## src/rtl/uart_dma_req_gen.sv

```systemverilog
module uart_dma_req_gen #(
  parameter int DEPTH = 64,
  localparam int LW = $clog2(DEPTH + 1)
) (
  input  logic          clk,
  input  logic          rst_n,
  input  logic          fifo_en,
  input  logic          mode_sel,
  input  logic          legacy_mode,
  input  logic [1:0]    mode_field,
  input  logic [LW-1:0] tx_trig,
  input  logic [LW-1:0] rx_trig,
  input  logic          tx_thr_ovr,
  input  logic [LW-1:0] tx_thr_val,
  input  logic [LW-1:0] tx_level,
  input  logic [LW-1:0] rx_level,
  input  logic          tx_push,
  input  logic          rx_pop,
  output logic [1:0]    dma_mode,
  output logic          tx_dma_req,
  output logic          rx_dma_req
);

  localparam logic [LW-1:0] FULL = LW'(DEPTH);
  localparam logic [LW-1:0] ONE  = LW'(1);

  function automatic logic [LW-1:0] burst_len(input logic en, input logic [LW-1:0] t);
    if (!en || t == '0) return ONE;
    if (t > FULL)       return FULL;
    return t;
  endfunction

  logic [LW-1:0] tx_teff, rx_teff, tx_thr, tx_cnt, rx_cnt;
  logic [LW:0]   ovr_sum;
  logic          active;

  assign dma_mode = mode_sel ? mode_field : {1'b0, legacy_mode};
  assign active   = (dma_mode != 2'd0);
  assign tx_teff  = burst_len(fifo_en, tx_trig);
  assign rx_teff  = burst_len(fifo_en, rx_trig);
  assign ovr_sum  = {1'b0, tx_thr_val} + {1'b0, tx_teff};
  assign tx_thr   = !tx_thr_ovr ? (FULL - tx_teff) :
                    (ovr_sum > {1'b0, FULL}) ? FULL : tx_thr_val;

  always_ff @(posedge clk) begin
    if (!rst_n || !active) begin
      tx_dma_req <= 1'b0;
      tx_cnt     <= '0;
    end else if (!tx_dma_req) begin
      tx_cnt <= '0;
      if (tx_level < tx_thr) tx_dma_req <= 1'b1;
    end else if (tx_push) begin
      if (tx_cnt + ONE >= tx_teff) begin
        tx_dma_req <= 1'b0;
        tx_cnt     <= '0;
      end else begin
        tx_cnt <= tx_cnt + ONE;
      end
    end
  end

  always_ff @(posedge clk) begin
    if (!rst_n || !active) begin
      rx_dma_req <= 1'b0;
      rx_cnt     <= '0;
    end else if (!rx_dma_req) begin
      rx_cnt <= '0;
      if (rx_level >= rx_teff) rx_dma_req <= 1'b1;
    end else if (rx_pop) begin
      if (rx_cnt + ONE >= rx_teff) begin
        rx_dma_req <= 1'b0;
        rx_cnt     <= '0;
      end else begin
        rx_cnt <= rx_cnt + ONE;
      end
    end
  end


  reset_quiet_chk: assert property (@(posedge clk) !rst_n |=> (!tx_dma_req && !rx_dma_req));


  mode0_quiet_chk: assert property (@(posedge clk) disable iff (!rst_n)
    (dma_mode == 2'd0) |=> (!tx_dma_req && !rx_dma_req));


  tx_rise_chk: assert property (@(posedge clk) disable iff (!rst_n)
    $rose(tx_dma_req) |-> ($past(tx_level) < $past(tx_thr)));


  tx_hold_chk: assert property (@(posedge clk) disable iff (!rst_n)
    (tx_dma_req && !tx_push && active) |=> tx_dma_req);


  rx_rise_chk: assert property (@(posedge clk) disable iff (!rst_n)
    $rose(rx_dma_req) |-> ($past(rx_level) >= $past(rx_teff)));


  rx_hold_chk: assert property (@(posedge clk) disable iff (!rst_n)
    (rx_dma_req && !rx_pop && active) |=> rx_dma_req);

endmodule

```

## config.mk

```make
export PLATFORM = sky130hd
export DESIGN_NAME = uart_dma_req_gen
export DESIGN_NICKNAME = d
export VERILOG_FILES = /design/src/rtl/uart_dma_req_gen.sv
export SDC_FILE = /design/constraint.sdc
export NUM_CORES = 1
export LEC_CHECK = 0
export ABC_AREA = 0
export BUFFER_PORTS_ARGS = -buffer_cell sky130_fd_sc_hd__buf_2
export CAP_MARGIN = 30
export CORE_MARGIN = 5
export CORE_UTILIZATION = 45
export CTS_BUF_LIST = sky130_fd_sc_hd__clkbuf_8
export CTS_CLUSTER_SIZE = 30
export DETAILED_ROUTE_END_ITERATION = 12
export PLACE_DENSITY = 0.8
export SLEW_MARGIN = 20
export SYNTH_ARGS = -nofsm -noshare
export SYNTH_HDL_FRONTEND = slang
export SYNTH_SLANG_ARGS = --single-unit
```

## constraint.sdc

```tcl
create_clock -name clk -period 4.7 [get_ports clk]
set_input_delay 1.175 -clock clk [delete_from_list [all_inputs] [get_ports clk]]
set_output_delay 1.175 -clock clk [all_outputs]
set_load 0.03 [all_outputs]
```

# Yosys cells after proc, flatten, opt, wreduce, memory -nomap -nowiden
# Index checks and enable logic that the tools add are counted.
# word_totals
regBits	16
wordCells	55
# classes
n_lt_le_gt_ge	7
n_bitwise	2
muxes	27
n_reduce_logical	11
add_sub_neg	4
# ops
op	n
2-to-1 mux 7 bit	12
>= comparator 7 bit	3
adder 7 x 1 -> 7 bit, second input constant	2
> comparator 7 bit, second input constant	2
logical NOT 7 bit	2
2-to-1 mux 1 bit	14
adder 7 x 7 -> 8 bit	1
> comparator 8 x 7 -> 1 bit, second input constant	1
less-than comparator 7 bit	1
subtractor 7 bit, first input constant	1
OR reduction 2 bit	2
logical NOT 1 bit	3
logical OR 1 bit	3
2-to-1 mux 2 bit	1
NOT 1 bit	2
nonzero test 2 bit	1

# Logic depth before layout (Yosys ltp)
# depth
word_depth	13
depth_mapped	19

# Least setup slack after synthesis
# OpenSTA, ideal clock, no wires.
# synth_path
path_kind	input port to flip-flop
from	in tx_trig[3]
to	reg tx_dma_req
cell_stages	19
slack_ns	0.330
arrival_time_ns	4.251
cell_sequence	nor3_1 -> a21oi_1 -> o21a_1 -> inv_1 -> ha_1 -> inv_1 -> fa_1 -> nand2b_1 -> a21oi_1 -> xor2_1 -> a211o_2 -> nand3_4 -> a22o_2 -> ha_1 -> nand3_1 -> o22ai_1 -> nor4_1 -> and3_1 -> a211o_1
# synth_between
elab_chain_cells	12
word_cells_on_any_way	20
classes_between	add/sub: 2; order compare: 4; mux: 12; reduce/logical: 2
# synth_rtl
item	line_no	rtl
from (decl)	11	input logic [LW-1:0] tx_trig,
> comparator 7 bit	29	if (t > FULL) return FULL;
2-to-1 mux 1 bit (2 in series)	29	
2-to-1 mux 7 bit	30	return t;
2-to-1 mux 7 bit (*)	29	
adder 7 x 7 -> 8 bit	41	assign ovr_sum = {1'b0, tx_thr_val} + {1'b0, tx_teff};
> comparator 8 x 7 -> 1 bit	43	(ovr_sum > {1'b0, FULL}) ? FULL : tx_thr_val;
2-to-1 mux 7 bit	43	
2-to-1 mux 7 bit	42	assign tx_thr = !tx_thr_ovr ? (FULL - tx_teff) :
less-than comparator 7 bit	51	if (tx_level < tx_thr) tx_dma_req <= 1'b1;
2-to-1 mux 1 bit	51	
2-to-1 mux 1 bit (*)	49	end else if (!tx_dma_req) begin
to (signal assigned)	47	tx_dma_req <= 1'b0;
to (signal assigned)	51	
to (signal assigned)	54	tx_dma_req <= 1'b0;
to (decl)	20	output logic tx_dma_req,
# Mark *: on every way between the ends. The rest lies on a longest branch, timed or not. The select of a mux whose other input is x is not followed.
# A chain may end at the register's enable or synchronous reset.

# Worst setup path in the final report
# Ends and elaborated chain as after synthesis.

==> results.toml <==
[clocking]
cts_setup_buffers = 0
cts_root_buf = "clkbuf_8"
cts_num_sinks = 16
cts_hold_buffers = 0
cts_buffers = 3
cts_tree = "yes"
insertion_delay_ps = 260
clk_pin_slew_worst_paths_ps = 70
htreeDepth = 1
clockBufferDepth = 2

[worst_setup_path]
cp-end-kind = "register"
reg2reg_slack_ps = 1890
worst_setup_path_start_kind = "primary input"
r2r_cells = 10
critical_path_class = "primary input to register"
crit_chain = "buf_2, nor3_2, a21oi_1, o21a_1, inv_1, ha_1, inv_1, fa_1, nand2b_1, a21oi_1, xor2_1, a211o_2, nand3_4, a22o_2, ha_1, nand3_1, o22ai_1, nor4_1, and3_1, a211o_1"
r2r-end = "rx_cnt[6]"
critPathTopFamily = "compound AO/OA/AOI/OAI gates"
path_max_fanout = 7
arrival_ps = 4610
cp.required_ps = 4860
worstReg2RegStart = "rx_cnt[0]"
path_buf_inv = 3
critical-path-max-stage-delay_ps = 420
cp_slowest_cell = "fa_1"

[logic_synthesis]
synth_cell_types = 52
synth_top_area_share_pct = 23.1
synth_seq_cells = 16
synth_area_leaders = "ha_1 (23%), dfxtp_1 (16%), nand2_1 (4.9%)"
syn_area_um2 = 2000
synth_largest_area_cell = "ha_1"
synth_seq_area_share_pct = 16.0
synth_cells = 249
synth_ff_type = "dfxtp_1"
syn_area_per_cell_um2 = 8.03
synth_edf_count = 0
syn_nets = 332
async_flop_share_pct = 0
yosysWarnings = 0

[finish]
finalNetCount = 388
drive_above_1_share_pct = 22.4
mostFrequentLayoutCells = "buf_2 (48), ha_1 (37), nand2_1 (26)"
final_common_cell = "buf_2"
nFillCells = 407
seq_area_um2 = 320
antenna_cells = 0
instances_no_fill = 356
multi_input_area_um2 = 1600
area_growth_syn_to_layout_pct = 19.6

[timing]
finalMaxSlewViolations = 0
worst_pin_slew_ps = 843
period_share_pct = 94.7
finalSetupViolations = 0
setup_slack_ps = 248
slew-limit-headroom_pct = 43.7
hold_viol = 0
fmax_mhz = 225
period_minus_slack_ps = 4450
rsz0062_at_grt = "false"
skew_ps = 1.50

[hold_path]
hold_start = "tx_cnt[1]"
hold_end = "tx_cnt[1]"
min_path_type = "register to register"
whs_path_depth = 2

[route]
ant_nets = 0
drtIter0Drc = 161
first_pass_iters = 4
wl_per_cell_um = 14.3
drt-total-wl_mm = 5.09
num_vias = 2027
drc_errors = 0
avgViaCountPerCell = 5.69

[power_and_ir_drop]
vdd.ir_drop.worst_mv = 0.0994
powerDensity_nw_per_um2 = 178
fin_total_pwr_mw = 0.427
p_leak_nw = 1.18

[place]
gp_congestion = 0.840
post-place-cells = 352
place_hpwl_mm = 4.31
io_buffers = 48
dpl_worst_slack_ps = -35.7

[global_routing]
grt_max_degree = 10
grt_pass1_vias = 1990
track_usage_pct = 17.4
grt_pass1_wl_mm = 8.63
grt.overflow.total = 0
antenna_found_initial = 0

[floorplanning]
start_util_pct = 46.3
num_rows = 24
io_pins = 49
die_width_um = 76.7
die_area_um2 = 5880
die_height_um = 76.7
core_um2 = 4320

[status]
status = "complete, no violations"

[run]
max_cap_violations = 0
## flip-flops by register name (all words and copies together) (netlist names)
signal / count
rx_cnt: 7
rx_dma_req: 1
tx_dma_req: 1
tx_cnt: 7
## metrics by stage
stage | cell area, µm² | util (%) | TNS [ps] | hold WS (ps)
after global routing | 2390 | 55.3 | 0 | 513
final | 2390 | 55.3 | 0 | 492
after detailed placement | 2330 | 53.9 | -35.7 | 476
after CTS | 2390 | 55.2 | 0 | 490
after floorplan | 2000 | - | 0 | 446
after global placement | 2330 | 53.9 | 0 | 461
## routing by layer
layer  global-route usage (%)  vias up  share of wire, %
met1                     22.7      939                47
met4                     8.22        0               1.7
met5                        0        -                 0
li1                         -     1038                 -
met3                     2.11        7               3.0
met2                     28.3       43                48
## cells by family after synthesis
kind of cell	Yosys count	synth area share (%)
xor+xnor	16	7.00
flops	16	16.0
fa+ha+maj	38	24.1
mux	1	0.563
simple gates	80	20.7
buf+inv	22	4.13
compound gates	76	27.5
## worst min-delay path, cell delays in order, from the launching register on
cell	delay (ps)
dfxtp_1	330
nand2_1	50
o21ai_0	60
## final cells by class
class                      instances  share of cell area, %
inverter                          21                   3.29
tap                               52                   2.72
sequential                        16                   13.4
multi-input combinational        211                   67.0
clock buffer                       4                   2.30
timing repair buffer              52                   11.3
## Yosys cell counts, drive strengths merged, types with 3 or more instances
cell type / number
a21oi: 12
and2: 3
nand2b: 4
dfxtp: 16
xnor2: 10
nand2: 26
a21o: 5
nor3b: 3
a211o: 4
and3: 3
nor2: 13
xor2: 6
a22o: 6
inv: 21
ha: 37
nor3: 5
o21ai: 15
o21a: 6
a22oi: 4
a211oi: 4
o31ai: 5
nand3: 9
## repair_timing
action | 4_1_cts | 5_1_grt
resized for setup | 0 | 1
hold endpoints to repair | 0 | 0
setup endpoints to repair | 0 | 1
## worst max path at each step
stage / from / endpoint / slack [ps] / cells past startpoint
after floorplan: tx_trig[3] / tx_dma_req / 330 / 19
after CTS: tx_trig[3] / tx_dma_req / 240 / 20
after global placement: tx_trig[3] / tx_dma_req / 100 / 20
after detailed placement: tx_trig[3] / tx_dma_req / -40 / 20
final: tx_trig[3] / tx_dma_req / 250 / 20
after global routing: tx_trig[3] / tx_dma_req / 40 / 20
## report_power, final
| part | total [mW] | leakage, nW | internal, mW | switching (mW) |
|---|---|---|---|---|
| logic | 0.155 | 1.02 | 0.0705 | 0.0843 |
| registers | 0.141 | 0.129 | 0.139 | 0.00273 |
| clock network | 0.131 | 0.0288 | 0.0747 | 0.0561 |
(Power assumes the default switching activity.)
